## config.mk

```make
export PLATFORM = sky130hd
export DESIGN_NAME = flash_prog_seq
export DESIGN_NICKNAME = d
export VERILOG_FILES = /design/src/rtl/fps_pkg.sv /design/src/rtl/fps_ctrl.sv /design/src/rtl/fps_datapath.sv /design/src/rtl/flash_prog_seq.sv
export SDC_FILE = /design/constraint.sdc
export NUM_CORES = 1
export LEC_CHECK = 0
export ABC_AREA = 1
export BUFFER_PORTS_ARGS = -buffer_cell sky130_fd_sc_hd__buf_2
export CAP_MARGIN = 20
export CORE_MARGIN = 2
export CORE_UTILIZATION = 35
export CTS_BUF_LIST = sky130_fd_sc_hd__clkbuf_16
export DETAILED_ROUTE_END_ITERATION = 12
export GPL_ROUTABILITY_DRIVEN = 0
export GPL_TIMING_DRIVEN = 1
export HOLD_SLACK_MARGIN = 0.1
export PLACE_DENSITY_LB_ADDON = 0.15
export SETUP_SLACK_MARGIN = 0.15
export SYNTH_ARGS = -nofsm -noshare
export SYNTH_HDL_FRONTEND = slang
export SYNTH_HIERARCHICAL = 1
export SYNTH_SLANG_ARGS = --single-unit
```

## constraint.sdc

```tcl
create_clock -name clk -period 4.2 [get_ports clk]
set_clock_uncertainty 0.05 [all_clocks]
set_input_delay 0.21 -clock clk [delete_from_list [all_inputs] [get_ports clk]]
set_output_delay 0.21 -clock clk [all_outputs]
set_load 0.02 [all_outputs]
```

## src/rtl/fps_pkg.sv

```systemverilog
package fps_pkg;
  typedef enum logic [2:0] {
    MODE_IDLE   = 3'd0,
    MODE_WRITE  = 3'd1,
    MODE_VERIFY = 3'd2,
    MODE_LOCK1  = 3'd3,
    MODE_LOCK2  = 3'd4,
    MODE_ERASE  = 3'd5,
    MODE_SIG    = 3'd6,
    MODE_SPARE  = 3'd7
  } fpsMode_t;

  typedef enum logic [1:0] {
    OP_BYTE  = 2'd0,
    OP_LOCK1 = 2'd1,
    OP_LOCK2 = 2'd2,
    OP_ERASE = 2'd3
  } fpsOp_t;

  typedef struct packed {
    logic startWr;
    logic commitByte;
    logic commitLock1;
    logic commitLock2;
    logic commitErase;
    logic pollActive;
  } fpsStrobe_t;
endpackage

```

## src/rtl/fps_ctrl.sv

```systemverilog
module fps_ctrl
  import fps_pkg::*;
#(
  parameter int WRITE_CYC = 18000,
  parameter int ERASE_CYC = 120000,
  parameter int ERASE_MIN = 100000
) (
  input  logic       clk,
  input  logic       rstN,
  input  fpsMode_t   mode,
  input  logic       hvEn,
  input  logic       progN,
  input  logic       tgtBlank,
  output fpsStrobe_t strb,
  output logic       readyBusy
);
  localparam int MAXCYC = (WRITE_CYC > ERASE_CYC) ? WRITE_CYC : ERASE_CYC;
  localparam int CW = $clog2(MAXCYC + 1);
  localparam int LW = $clog2(ERASE_MIN + 1);

  logic          progPrev;
  logic          busy;
  fpsOp_t        curOp;
  logic [CW-1:0] busyCnt;
  logic [LW-1:0] lowCnt;

  logic progRise, armByte, armLock, armErase, eraseHold, done;

  always_comb begin
    progRise  = progN && !progPrev;
    armByte   = progRise && hvEn && !busy && (mode == MODE_WRITE) && tgtBlank;
    armLock   = progRise && hvEn && !busy && ((mode == MODE_LOCK1) || (mode == MODE_LOCK2));
    eraseHold = (mode == MODE_ERASE) && hvEn && !progN;
    armErase  = eraseHold && !busy && (lowCnt == LW'(ERASE_MIN - 1));
    done      = busy && (busyCnt == CW'(1));
    strb.startWr     = armByte;
    strb.commitByte  = done && (curOp == OP_BYTE);
    strb.commitLock1 = done && (curOp == OP_LOCK1);
    strb.commitLock2 = done && (curOp == OP_LOCK2);
    strb.commitErase = done && (curOp == OP_ERASE);
    strb.pollActive  = busy && (curOp == OP_BYTE);
    readyBusy = !busy;
  end

  always_ff @(posedge clk or negedge rstN) begin
    if (!rstN) begin
      progPrev <= 1'b1;
      busy     <= 1'b0;
      curOp    <= OP_BYTE;
      busyCnt  <= '0;
      lowCnt   <= '0;
    end else begin
      progPrev <= progN;
      if (!eraseHold) lowCnt <= '0;
      else if (lowCnt != LW'(ERASE_MIN)) lowCnt <= lowCnt + 1'b1;
      if (armByte || armLock) begin
        busy    <= 1'b1;
        busyCnt <= CW'(WRITE_CYC);
        curOp   <= armByte ? OP_BYTE : ((mode == MODE_LOCK1) ? OP_LOCK1 : OP_LOCK2);
      end else if (armErase) begin
        busy    <= 1'b1;
        busyCnt <= CW'(ERASE_CYC);
        curOp   <= OP_ERASE;
      end else if (busy) begin
        busyCnt <= busyCnt - 1'b1;
        if (done) busy <= 1'b0;
      end
    end
  end

  always_comb begin
    if (!rstN) a_r1_ready_in_reset: assert (readyBusy);
  end

  a_r2_busy_after_start: assert property (@(posedge clk) disable iff (!rstN)
    strb.startWr |=> !readyBusy);

  a_r5_no_start_when_busy: assert property (@(posedge clk) disable iff (!rstN)
    !readyBusy && progRise |=> $stable(curOp) || $past(done));

  a_r7_erase_after_low: assert property (@(posedge clk) disable iff (!rstN)
    armErase |-> !progN && (lowCnt != '0));
endmodule

```

## src/rtl/fps_datapath.sv

```systemverilog
module fps_datapath
  import fps_pkg::*;
#(
  parameter int AW     = 6,
  parameter bit SIG_HV = 1'b1
) (
  input  logic          clk,
  input  logic          rstN,
  input  fpsMode_t      mode,
  input  logic [AW-1:0] addr,
  input  logic [7:0]    dataIn,
  input  fpsStrobe_t    strb,
  output logic          tgtBlank,
  output logic [7:0]    dataOut
);
  localparam int DEPTH = 1 << AW;
  localparam logic [7:0] SIG_VOLT = SIG_HV ? 8'hFF : 8'h05;

  logic [7:0]    mem [DEPTH];
  logic [AW-1:0] wrAddr;
  logic [7:0]    wrData;
  logic          lock1, lock2;

  assign tgtBlank = (mem[addr] == 8'hFF);

  always_ff @(posedge clk or negedge rstN) begin
    if (!rstN) begin
      for (int i = 0; i < DEPTH; i++) mem[i] <= 8'hFF;
      wrAddr <= '0;
      wrData <= 8'hFF;
      lock1  <= 1'b0;
      lock2  <= 1'b0;
    end else begin
      if (strb.startWr) begin
        wrAddr <= addr;
        wrData <= dataIn;
      end
      if (strb.commitByte) mem[wrAddr] <= wrData;
      if (strb.commitLock1) lock1 <= 1'b1;
      if (strb.commitLock2) lock2 <= 1'b1;
      if (strb.commitErase) begin
        for (int i = 0; i < DEPTH; i++) mem[i] <= 8'hFF;
        lock1 <= 1'b0;
        lock2 <= 1'b0;
      end
    end
  end

  always_comb begin
    dataOut = 8'h00;
    case (mode)
      MODE_VERIFY: begin
        if (strb.pollActive && (addr == wrAddr)) dataOut = {~wrData[7], wrData[6:0]};
        else if (lock1 || lock2) dataOut = 8'h00;
        else dataOut = mem[addr];
      end
      MODE_SIG: begin
        if (addr == AW'(8'h30)) dataOut = 8'h1E;
        else if (addr == AW'(8'h31)) dataOut = 8'h51;
        else if (addr == AW'(8'h32)) dataOut = SIG_VOLT;
      end
      default: dataOut = 8'h00;
    endcase
  end

  a_r3_poll_inverts: assert property (@(posedge clk) disable iff (!rstN)
    strb.pollActive && (mode == MODE_VERIFY) && (addr == wrAddr) |-> dataOut[7] != wrData[7]);

  a_r6_commit_only_blank: assert property (@(posedge clk) disable iff (!rstN)
    strb.commitByte |-> mem[wrAddr] == 8'hFF);

  a_r7_erase_fills: assert property (@(posedge clk) disable iff (!rstN)
    $past(strb.commitErase) |-> (mem[0] == 8'hFF) && !lock1 && !lock2);
endmodule

```

## src/rtl/flash_prog_seq.sv

```systemverilog
module flash_prog_seq
  import fps_pkg::*;
#(
  parameter int AW        = 6,
  parameter int WRITE_CYC = 18000,
  parameter int ERASE_CYC = 120000,
  parameter int ERASE_MIN = 100000,
  parameter bit SIG_HV    = 1'b1
) (
  input  logic          clk,
  input  logic          rstN,
  input  logic [2:0]    pinMode,
  input  logic          hvEn,
  input  logic          progN,
  input  logic [AW-1:0] addr,
  input  logic [7:0]    dataIn,
  output logic [7:0]    dataOut,
  output logic          readyBusy
);
  fpsMode_t   mode;
  fpsStrobe_t strb;
  logic       tgtBlank;

  assign mode = fpsMode_t'(pinMode);

  fps_ctrl #(
    .WRITE_CYC(WRITE_CYC),
    .ERASE_CYC(ERASE_CYC),
    .ERASE_MIN(ERASE_MIN)
  ) i_ctrl (
    .clk(clk), .rstN(rstN), .mode(mode), .hvEn(hvEn), .progN(progN),
    .tgtBlank(tgtBlank), .strb(strb), .readyBusy(readyBusy)
  );

  fps_datapath #(
    .AW(AW),
    .SIG_HV(SIG_HV)
  ) i_datapath (
    .clk(clk), .rstN(rstN), .mode(mode), .addr(addr), .dataIn(dataIn),
    .strb(strb), .tgtBlank(tgtBlank), .dataOut(dataOut)
  );
endmodule

```

==> metrics.md <==
| Metric | Value |
|---|---|
| Synth warnings | 6 |
| Overall die height | ~300 um |
| Fin util | 40.1% |
| Status | complete, no violations |
| Distinct cell type count after synthesis | 42 |
| Logic pwr share | 7.4% |
| CTS Buf Count | 69 |
| Worst slew margin | 33.6% |
| Vias/cell | 4.93 |
| Rows | ~110 |
| Avg Synthesized Cell Area | 7.68 um^2 |
| Post-synth top cells | nand2_1 (1084), nor2_1 (553), dfstp_2 (521) |
| Port bufs | 29 |
| Max clock buf depth | 3 |
| Leak Pwr | 14.5 nW |
| Internal power | ~9.4 mW |
| Worst Path Buf+Inv | 4 |
| Critical path class | reg -> out |
| Pre-Repair DR Iteration Count | 6 |
| Arrival time worst endpoint | between 3000 and 4000 ps |
| Crit share post-route | 87.0% |
| DR iter-0 viols | approximately 1900 |
| Final Critical Period | between 3000 and 4000 ps |
| Share of cells above drive strength 1 | 21.8% |
| Layout net count | 3797 |
| WL/cell | 19.3 um |
| Yosys reg bits | 566 |
| Number of synthesized flops with an enable pin | 0 |
| Fmax | 274 MHz |
| Post-synthesis sequential area ratio | around half |
| Met3 Resource Use GR | 2.95% |
| Largest net degree at the start of global routing | 100 |
| Initial antenna violation count | 1 |
| Tightest Pin Transition | 995 ps |
| Total core area | 0.0821 mm^2 |
| P&R area growth vs syn | 13.4% |
| Crit end category | output port |
| Post-synthesis cell area | 0.0290 mm^2 |
| GR Layer Usage met2 | between 30% and 40% |
| ANT cells | 0 |
| FILL cells | 8488 |
| Most numerous cell in the Yosys netlist | nand2_1 |
| Yosys top cell by area | dfstp_2 |
| Maximum vdd ir drop | 0.232 mV |
| Initial Util | around 35% |
| Psw | 3.19 mW |
| Crit path max fanout | 16 |
| Top Ports | 30 |
| DR vias | 24200 |
| Cell mode on critical path | nand2_1 |
| RSZ-0062 raised after global routing | false |
| Worst-Skew Late Latency | 620 ps |
| Clock transition at path regs | 60 ps |
| Resize count post-CTS | 0 |
| Critical Path RT | around 3900 ps |
| Switching part of the total | around a quarter |
| Max cap viols | 0 |
| Crit path max-delay family | simple AND/OR/NAND/NOR gates |
| Ys async rst share | 100% |
| Top post-synthesis cells by area | dfstp_2 (47%), nand2_1 (14%), nor2_1 (7.1%) |
| Gr usage total | 22.3% |
| Clock power frac | 47.7% |
| Pwr per Cell Area | 383 mW/mm^2 |
| Final setup viols | 0 |
| Setup_tns | 0 ps |
| Final hold violations | 0 |
| Die Footprint | 0.0853 mm^2 |
| Final WL | 94300 um |
| Most Used Layer, Global Route | met2 |
| Routed Antenna Nets | 0 |
| Slew Limit Fails | 0 |
| First-pass GRT wire length | 146000 um |
| Clk root buf | clkbuf_16 |
| Global route total overflow | 0 |
| H-tree lvl count | 3 |
| Critical Path, Cell by Cell | inv_2 -> buf_4 -> nor3_1 -> nand2_1 -> nor3_1 -> nand3_1 -> o21ai_0 -> inv_1 -> nand2_1 -> nand2_1 -> buf_2 |
| Top FF cell, synth | dfstp_2 |
| Syn nets | about 3800 |
| # clock sinks | roughly 570 |
| HP Class | in -> reg |
| Top cell type's share of synthesized area | 47.2% |
| Cell count after synthesis | 3778 |
| Startpoint types | register |
| DRC | 0 |
| Number of global-route vias before repair | between 20000 and 25000 |
| HPWL Detailed | about 62000 um |
| GR Util met1 | 32.6% |
| CTS tree | done |
| CP max stage cell | dfrtp_1 |
| Die width | ~300 um |
| Worst path max stage delay | about 640 ps |
| Share of power burned in registers | roughly 45% |
power by group through the flow:
stage,clock network (mW),logic (mW),registers [mW]
after CTS,6.19,0.942,5.66
after global placement,0,0.924,5.73
after global routing,6.41,1.05,5.67
after detailed placement,0,0.927,5.73
after floorplan,0,0.525,5.70
final,6.01,0.933,5.66
final cells by class:
class | instances | area (um^2) | share of cell area [%]
clock buffer | 71 | 1780 | 5.40
clock inverter | 55 | 470 | 1.43
inverter | 397 | 1500 | 4.56
multi-input combinational | 2601 | 11800 | 35.7
sequential | 566 | 14800 | 45.0
tap | 1070 | 1340 | 4.07
timing repair buffer | 137 | 1270 | 3.85
path summary, 6_finish.rpt:
kind                                     start                   to  slack [ps]  cells past startpoint
max                                i_ctrl/busy           dataOut[2]         550                     11
min reg2reg                i_datapath/mem[417]  i_datapath/mem[417]         440                      2
min in group asynchronous                 rstN     i_datapath/lock2         200                      2
max reg2reg                  i_ctrl/busyCnt[7]  i_datapath/mem[501]         680                     13
max in group asynchronous                 rstN  i_datapath/mem[249]        2770                      3
min                                 pinMode[2]      i_ctrl/curOp[1]         180                      5
metrics by stage:
step | instances | area (um^2) | worst slack [ps] | power, mW | hold WS [ps]
detailed placement | 4753 | 30500 | 690 | 6.66 | 281
floorplan | 3778 | 29000 | 1270 | 6.23 | -136
finish | 4897 | 32900 | 545 | 12.6 | 185
global route | 4897 | 32900 | 291 | 13.1 | 232
CTS | 4896 | 32900 | 565 | 12.8 | 168
global placement | 4752 | 30500 | 679 | 6.66 | 282
cell usage in the layout, fill, tap and decap left out, drive strengths merged, types with 4 or more instances in the layout:
cell	Yosys	final
nand4	35	35
ha	4	4
dlygate4sd3	0	17
o22ai	5	5
nand3	191	191
nor4	4	4
xor2	10	10
nor3	22	22
nor2	565	565
inv	389	407
bufinv	0	8
mux2	7	7
a21oi	388	388
nand2	1093	1093
dfstp	521	521
buf	129	120
o21ai	240	240
o31ai	22	22
clkbuf	85	71
clkinv	8	36
dfrtp	45	45
kinds of logic after synthesis:
logic type | Yosys count | synth area share (%)
AOI/OAI and AO/OA | 664 | 12.8
xor gates and xnor gates | 11 | 0.332
adders and majority gates | 4 | 0.172
buffers and inverters | 611 | 8.79
DFF | 566 | 51.0
muxes | 8 | 0.306
and+or+nand+nor | 1914 | 26.6
layer usage:
metal	routed length, um	part of all wire [%]	vias up
li1	-	-	11900
met1	45300	48	11600
met2	41900	44	569
met3	4590	4.9	155
met4	2530	2.7	0
met5	0	0	-
sequential cells by signal, indices dropped and copies added, names as in the netlist:
| name | count |
|---|---|
| i_datapath/wrAddr | 6 |
| i_datapath/lock2 | 1 |
| i_datapath/lock1 | 1 |
| i_ctrl/busy | 1 |
| i_ctrl/progPrev | 1 |
| i_ctrl/curOp | 2 |
| i_ctrl/lowCnt | 17 |
| i_datapath/mem | 512 |
| i_ctrl/busyCnt | 17 |
| i_datapath/wrData | 8 |
tightest hold or removal path: cells and delay by family:
| family | cells | cell delay (ps) |
|---|---|---|
| and+or+nand+nor | 2 | 180 |
| buffers and inverters | 1 | 190 |
| AOI/OAI and AO/OA | 2 | 230 |
what timing repair did:
item / in CTS / in global routing
hold endpoints to repair: 91 / 0
setup buffers: 0 / 0
hold buffers: 17 / 0
Note: power is estimated with default switching activity, not from simulation.
